## src/rtl/psram_pkg.sv

```systemverilog
package psram_pkg;
  typedef enum logic [1:0] {
    OP_NONE  = 2'd0,
    OP_READ  = 2'd1,
    OP_WRITE = 2'd2,
    OP_DESEL = 2'd3
  } op_e;
endpackage

```

## src/rtl/psram_cmd_decode.sv

```systemverilog
// Per-edge operation decode plus the small state that lets strobe-less
// edges continue an open access at the held address.
module psram_cmd_decode
  import psram_pkg::*;
#(
  parameter int ADDR_W = 8,
  parameter int LANES  = 2
) (
  input  logic              clk,
  input  logic              rst,
  input  logic [ADDR_W-1:0] addr_i,
  input  logic              strobe_p_n,
  input  logic              strobe_c_n,
  input  logic              sel1_n,
  input  logic              sel2,
  input  logic              sel3_n,
  input  logic              gw_n,
  input  logic              bwe_n,
  input  logic [LANES-1:0]  bw_n,
  output op_e               op_o,
  output logic [ADDR_W-1:0] addr_o,
  output logic [LANES-1:0]  lane_we_o
);
  logic              chip_on;
  logic              p_ok;
  logic              seen;
  logic [LANES-1:0]  wr_mask;
  logic              sel_q;
  logic              rd_mode_q;
  logic [ADDR_W-1:0] addr_q;

  always_comb begin
    chip_on = ~sel1_n & sel2 & ~sel3_n;
    p_ok    = ~strobe_p_n & ~sel1_n;
    seen    = p_ok | ~strobe_c_n;
    if (!gw_n)       wr_mask = '1;
    else if (!bwe_n) wr_mask = ~bw_n;
    else             wr_mask = '0;
  end

  always_comb begin
    op_o   = OP_NONE;
    addr_o = addr_q;
    if (seen) begin
      if (!chip_on) begin
        op_o = OP_DESEL;
      end else begin
        addr_o = addr_i;
        if (p_ok)            op_o = OP_READ;
        else if (|wr_mask)   op_o = OP_WRITE;
        else                 op_o = OP_READ;
      end
    end else if (sel_q) begin
      if (|wr_mask)          op_o = OP_WRITE;
      else if (rd_mode_q)    op_o = OP_READ;
    end
  end

  assign lane_we_o = (op_o == OP_WRITE) ? wr_mask : '0;

  always_ff @(posedge clk) begin
    if (rst) begin
      sel_q     <= 1'b0;
      rd_mode_q <= 1'b0;
      addr_q    <= '0;
    end else begin
      case (op_o)
        OP_DESEL: begin
          sel_q     <= 1'b0;
          rd_mode_q <= 1'b0;
        end
        OP_READ: begin
          sel_q     <= 1'b1;
          rd_mode_q <= 1'b1;
          addr_q    <= addr_o;
        end
        OP_WRITE: begin
          sel_q     <= 1'b1;
          rd_mode_q <= 1'b0;
          addr_q    <= addr_o;
        end
        default: ;
      endcase
    end
  end

  AST_PSTROBE_IS_READ: assert property (@(posedge clk) disable iff (rst)
    (!strobe_p_n && !sel1_n && sel2 && !sel3_n) |-> (op_o == OP_READ && lane_we_o == '0));
  AST_GW_ALL_LANES: assert property (@(posedge clk) disable iff (rst)
    (op_o == OP_WRITE && !gw_n) |-> (&lane_we_o));
  AST_CHIP_OFF_DESEL: assert property (@(posedge clk) disable iff (rst)
    ((!strobe_c_n || (!strobe_p_n && !sel1_n)) && (sel1_n || !sel2 || sel3_n)) |-> (op_o == OP_DESEL));
  AST_IDLE_WHEN_DESEL: assert property (@(posedge clk) disable iff (rst)
    (!sel_q && strobe_c_n && (strobe_p_n || sel1_n)) |-> (op_o == OP_NONE && lane_we_o == '0));
endmodule

```

## src/rtl/psram_lane_array.sv

```systemverilog
// One inferable RAM per byte lane, single address, registered read.
module psram_lane_array #(
  parameter int ADDR_W = 8,
  parameter int LANE_W = 9,
  parameter int LANES  = 2
) (
  input  logic                    clk,
  input  logic [ADDR_W-1:0]       addr_i,
  input  logic [LANES-1:0]        lane_we_i,
  input  logic [LANES*LANE_W-1:0] wdata_i,
  output logic [LANES*LANE_W-1:0] rdata_o
);
  localparam int DEPTH = 1 << ADDR_W;

  for (genvar l = 0; l < LANES; l++) begin : g_lane
    logic [LANE_W-1:0] bank [DEPTH];
    logic [LANE_W-1:0] rd_q;

    always_ff @(posedge clk) begin
      if (lane_we_i[l]) bank[addr_i] <= wdata_i[l*LANE_W +: LANE_W];
      rd_q <= bank[addr_i];
    end

    assign rdata_o[l*LANE_W +: LANE_W] = rd_q;
  end
endmodule

```

## src/rtl/psram_out_stage.sv

```systemverilog
// Output register, valid pipeline and drive-enable masking.
module psram_out_stage #(
  parameter int DATA_W = 18
) (
  input  logic              clk,
  input  logic              rst,
  input  logic              rd_fire_i,
  input  logic              kill_i,
  input  logic [DATA_W-1:0] rdata_i,
  input  logic              oe_n,
  output logic [DATA_W-1:0] q_o,
  output logic              q_oe_o
);
  logic s1_vld;
  logic q_vld;

  always_ff @(posedge clk) begin
    if (rst) begin
      s1_vld <= 1'b0;
      q_vld  <= 1'b0;
    end else begin
      s1_vld <= rd_fire_i;
      q_vld  <= s1_vld & ~kill_i;
    end
  end

  always_ff @(posedge clk) begin
    q_o <= rdata_i;
  end

  assign q_oe_o = q_vld & ~oe_n;
endmodule

```

## src/rtl/pipe_burst_sram.sv

```systemverilog
module pipe_burst_sram
  import psram_pkg::*;
#(
  parameter int ADDR_W = 8,
  parameter int LANE_W = 9,
  parameter int LANES  = 2
) (
  input  logic                    clk,
  input  logic                    rst,
  input  logic [ADDR_W-1:0]       addr_i,
  input  logic                    strobe_p_n,
  input  logic                    strobe_c_n,
  input  logic                    sel1_n,
  input  logic                    sel2,
  input  logic                    sel3_n,
  input  logic                    gw_n,
  input  logic                    bwe_n,
  input  logic [LANES-1:0]        bw_n,
  input  logic [LANES*LANE_W-1:0] d_i,
  input  logic                    oe_n,
  output logic [LANES*LANE_W-1:0] q_o,
  output logic                    q_oe_o
);
  localparam int DATA_W = LANES * LANE_W;

  op_e               op;
  logic [ADDR_W-1:0] op_addr;
  logic [LANES-1:0]  lane_we;
  logic [DATA_W-1:0] rdata;

  psram_cmd_decode #(.ADDR_W(ADDR_W), .LANES(LANES)) u_dec (
    .clk(clk), .rst(rst), .addr_i(addr_i),
    .strobe_p_n(strobe_p_n), .strobe_c_n(strobe_c_n),
    .sel1_n(sel1_n), .sel2(sel2), .sel3_n(sel3_n),
    .gw_n(gw_n), .bwe_n(bwe_n), .bw_n(bw_n),
    .op_o(op), .addr_o(op_addr), .lane_we_o(lane_we)
  );

  psram_lane_array #(.ADDR_W(ADDR_W), .LANE_W(LANE_W), .LANES(LANES)) u_arr (
    .clk(clk), .addr_i(op_addr), .lane_we_i(lane_we),
    .wdata_i(d_i), .rdata_o(rdata)
  );

  psram_out_stage #(.DATA_W(DATA_W)) u_out (
    .clk(clk), .rst(rst),
    .rd_fire_i(op == OP_READ),
    .kill_i(op == OP_WRITE || op == OP_DESEL),
    .rdata_i(rdata), .oe_n(oe_n),
    .q_o(q_o), .q_oe_o(q_oe_o)
  );

  AST_WRITE_BLANKS: assert property (@(posedge clk) disable iff (rst)
    (op == OP_WRITE) |=> !q_oe_o);
  AST_DESEL_BLANKS: assert property (@(posedge clk) disable iff (rst)
    (op == OP_DESEL) |=> !q_oe_o);
endmodule

```

## config.mk

```make
export PLATFORM = sky130hd
export DESIGN_NAME = pipe_burst_sram
export DESIGN_NICKNAME = d
export VERILOG_FILES = /design/src/rtl/psram_pkg.sv /design/src/rtl/psram_cmd_decode.sv /design/src/rtl/psram_lane_array.sv /design/src/rtl/psram_out_stage.sv /design/src/rtl/pipe_burst_sram.sv
export SDC_FILE = /design/constraint.sdc
export NUM_CORES = 2
export LEC_CHECK = 0
export BUFFER_PORTS_ARGS = -buffer_cell sky130_fd_sc_hd__clkbuf_2
export CAP_MARGIN = 5
export CORE_MARGIN = 5
export CORE_UTILIZATION = 45
export DETAILED_ROUTE_END_ITERATION = 6
export PLACE_DENSITY = 0.7
export SLEW_MARGIN = 30
export SYNTH_ARGS = -nofsm -noshare
export SYNTH_HDL_FRONTEND = slang
export SYNTH_MEMORY_MAX_BITS = 65536
export SYNTH_SLANG_ARGS = --single-unit
```

## constraint.sdc

```tcl
create_clock -name clk -period 3.75 [get_ports clk]
set_clock_uncertainty 0.2 [all_clocks]
set_input_delay 0.1875 -clock clk [delete_from_list [all_inputs] [get_ports clk]]
set_output_delay 0.1875 -clock clk [all_outputs]
set_load 0.005 [all_outputs]
```

==> flow_summary.yaml <==
run_status:
  status: "finished with violations"
  failed_checks: "DRC"
timing:
  hold_slack_ns: 0.0174
  tightest_slew_ns: 1.32
  relSlewSlack_pct: 11.9
  slew_viol_final: 0
  fin_crit_sh_pct: 99.5
  finalSetupViolCount: 0
  hold_viol: 0
  timing.final.ws_setup_ns: 0.0195
  period_minus_slack_ns: 3.73
  rsz0062_at_grt: "yes"
  fmax_mhz: 268
floorplan:
  core.rowCount: 235
  die_y_um: 651
  die_area_mm2: 0.424
  fp.coreArea_mm2: 0.410
  die_w_um: 651
  initial_core_util_pct: 45.2
  io_pins: 57
placement:
  hpwl_um: 340000
  pre_cts_ws_ns: -1.05
  place_area_mm2: 0.205
  portBuffers: 56
  place.gp.congestion: 0.899
logic_synthesis:
  synth_edf_count: 4608
  synth-seq-cells: 4656
  synth.distinct_cells: 71
  ys_seq_area_share_pct: 75.3
  netlist_instances: 11814
  syn_area_per_cell_um2: 15.7
  synth_ff_type: "edfxtp_1"
  syn-cell-area_mm2: 0.185
  yosys_warnings: 0
  synth_top_cell_by_area: "edfxtp_1"
  yosysMostFrequentCell: "edfxtp_1"
  syn-num-nets: 11856
  yosys-top-cells-count: "edfxtp_1, mux2i_1, clkbuf_1"
  synthArstFlopShare_pct: 0
  synth.area.top_cells: "edfxtp_1, mux2i_1, o22ai_1"
  synth_top_area_share_pct: 74.8
setup_path:
  path_class: "reg -> reg"
  end_kind: "register"
  max_stage_delay_ns: 0.55
  path_cells: "nor3_1 > a21boi_0 > o22ai_4 > buf_12 > buf_4 > a21oi_1 > a2111oi_1 > buf_4 > nand4_1 > o41ai_4 > nand4_1"
  cp.arrival_ns: 4.45
  critPathRequiredTime_ns: 4.47
  cp_max_fo: 38
  crit_slowest_cell: "dfxtp_1"
  startpoint_type: "register"
clock_tree:
  clock_latency_ns: 1.05
  cts_root_buf: "clkbuf_16"
  numCtsBuffers: 445
  cts_sinks: 4656
  htreeDepth: 5
  clk_pin_slew_ns: 0.07
  cts_buffer_depth: 4
  cts_tree: "done"
drt:
  drtAntennaViolNets: 0
  drc: 4
  via_per_inst: 6.16
  finalWirelength_um: 546000
  via_count: 116559
  drtIter0Drc: 16622
  wl_per_cell_um: 28.9
  first_pass_iters: 7
run:
  maxCapViolCount: 0
pwr:
  power_density_mw_per_mm2: 498
  power_mw: 110
  leakage_nw: 73.0
  vdd_drop_max_mv: 0.543
global_route:
  grt-ovfl-total: 0
  grt_pass1_wl_um: 782000
  grt_max_degree: 206
  gr-usage-all-layers_pct: 24.9
  grt_pass1_vias: 112669
  antenna_found_initial: 37
layout:
  final_area_mm2: 0.220
  area_growth_pct: 19.0
  layout.nets: 13106
  drive_above_1_share_pct: 19.0
min_path:
  hold_path.class: "in -> reg"
cells by family (layout without fill, tap and decap cells):
logic type	after synthesis	after routing	synth area share, %
compound gates	2839	2839	10.0
fa+ha+maj	4	4	0.0270
buf+inv	923	2551	1.97
flops	4656	4656	75.3
mux	1241	1241	7.24
other cells	0	15	0
simple gates	2151	2151	5.45
layout make-up:
| cell class | count | area [um2] |
|---|---|---|
| multi-input combinational | 6235 | 43200 |
| clock buffer | 577 | 11900 |
| inverter | 7 | 28.8 |
| fill | 31462 | 189000 |
| timing repair buffer | 1719 | 16600 |
| sequential | 4656 | 139000 |
| clock inverter | 248 | 2250 |
| antenna | 15 | 37.5 |
| tap | 5451 | 6820 |
final timing paths:
path                              startpoint                                endpoint  slack [ns]  cells past startpoint
max reg2reg     u_dec.addr_q[0]$_SDFFE_PP0P_         u_arr.g_lane[0].rd_q[2]$_DFF_P_        0.02                     11
min                                   d_i[7]  u_arr.g_lane[0].bank[127][7]$_DFFE_PP_        0.02                      2
min reg2reg  u_arr.g_lane[0].rd_q[8]$_DFF_P_                    u_out.q_o[8]$_DFF_P_        0.17                      0
max             u_dec.addr_q[0]$_SDFFE_PP0P_         u_arr.g_lane[0].rd_q[2]$_DFF_P_        0.02                     11
worst max-delay path, delay by kind of cell, from the launching register on:
| family | cells | cell delay (ns) |
|---|---|---|
| AOI/OAI and AO/OA | 5 | 1.56 |
| buffers and inverters | 3 | 0.69 |
| and+or+nand+nor | 3 | 0.59 |
| DFF | 1 | 0.55 |
stage by stage:
stage               util [%]  instances  TNS, ns
floorplan                  -      11814        0
global placement        50.0      18010  -615.10
detailed placement      50.0      18011  -591.12
CTS                     53.7      18891        0
global route            53.8      18899  -0.0476
finish                  53.8      18908        0
sequential cells by signal (all words and copies together), names as in the netlist:
| signal | flops |
|---|---|
| u_arr.g_lane.bank | 4608 |
| u_out.q_vld | 1 |
| u_dec.rd_mode_q | 1 |
| u_dec.addr_q | 8 |
| u_out.q_o | 18 |
| u_out.s1_vld | 1 |
| u_arr.g_lane.rd_q | 18 |
| u_dec.sel_q | 1 |
power by group:
part | leakage [nW] | total [mW] | internal, mW | switching, mW
clock network | 6.93 | 43.8 | 24.5 | 19.3
logic | 24.2 | 8.38 | 3.04 | 5.34
registers | 41.8 | 57.5 | 57.3 | 0.178
what timing repair did:
action / CTS / global route
hold endpoints to repair: 4519 / 0
cloned: 0 / 1
hold buffers: 53 / 0
endpoints found under the setup margin: 15 / 39
gates resized for setup: 28 / 51
buffers inserted: 2 / 0
pin swaps: 1 / 3
cell usage in the layout, fill, tap and decap left out, types with 78 or more instances in the layout:
master | Yosys | layout
clkbuf_16 | 0 | 448
nor2_1 | 541 | 534
clkinv_1 | 0 | 101
clkbuf_1 | 677 | 107
mux2i_1 | 1111 | 1110
clkinv_2 | 0 | 78
a211oi_1 | 227 | 226
o22ai_1 | 542 | 535
nand2b_1 | 149 | 149
a21o_1 | 89 | 89
a311oi_1 | 180 | 180
buf_4 | 3 | 1330
edfxtp_1 | 4608 | 4608
nand2_1 | 639 | 632
o21ai_0 | 611 | 610
a21oi_1 | 633 | 631
nand3_1 | 508 | 491
a22oi_1 | 107 | 107
nor4_1 | 102 | 90
buf_12 | 0 | 276
routing by layer:
layer  routed length, um  global-route usage (%)
met1              203000                    33.2
met4               26800                    11.1
met3               60400                    5.37
met5                  52                       0
met2              256000                    39.4
No activity file was read; power rests on OpenSTA's default activity.
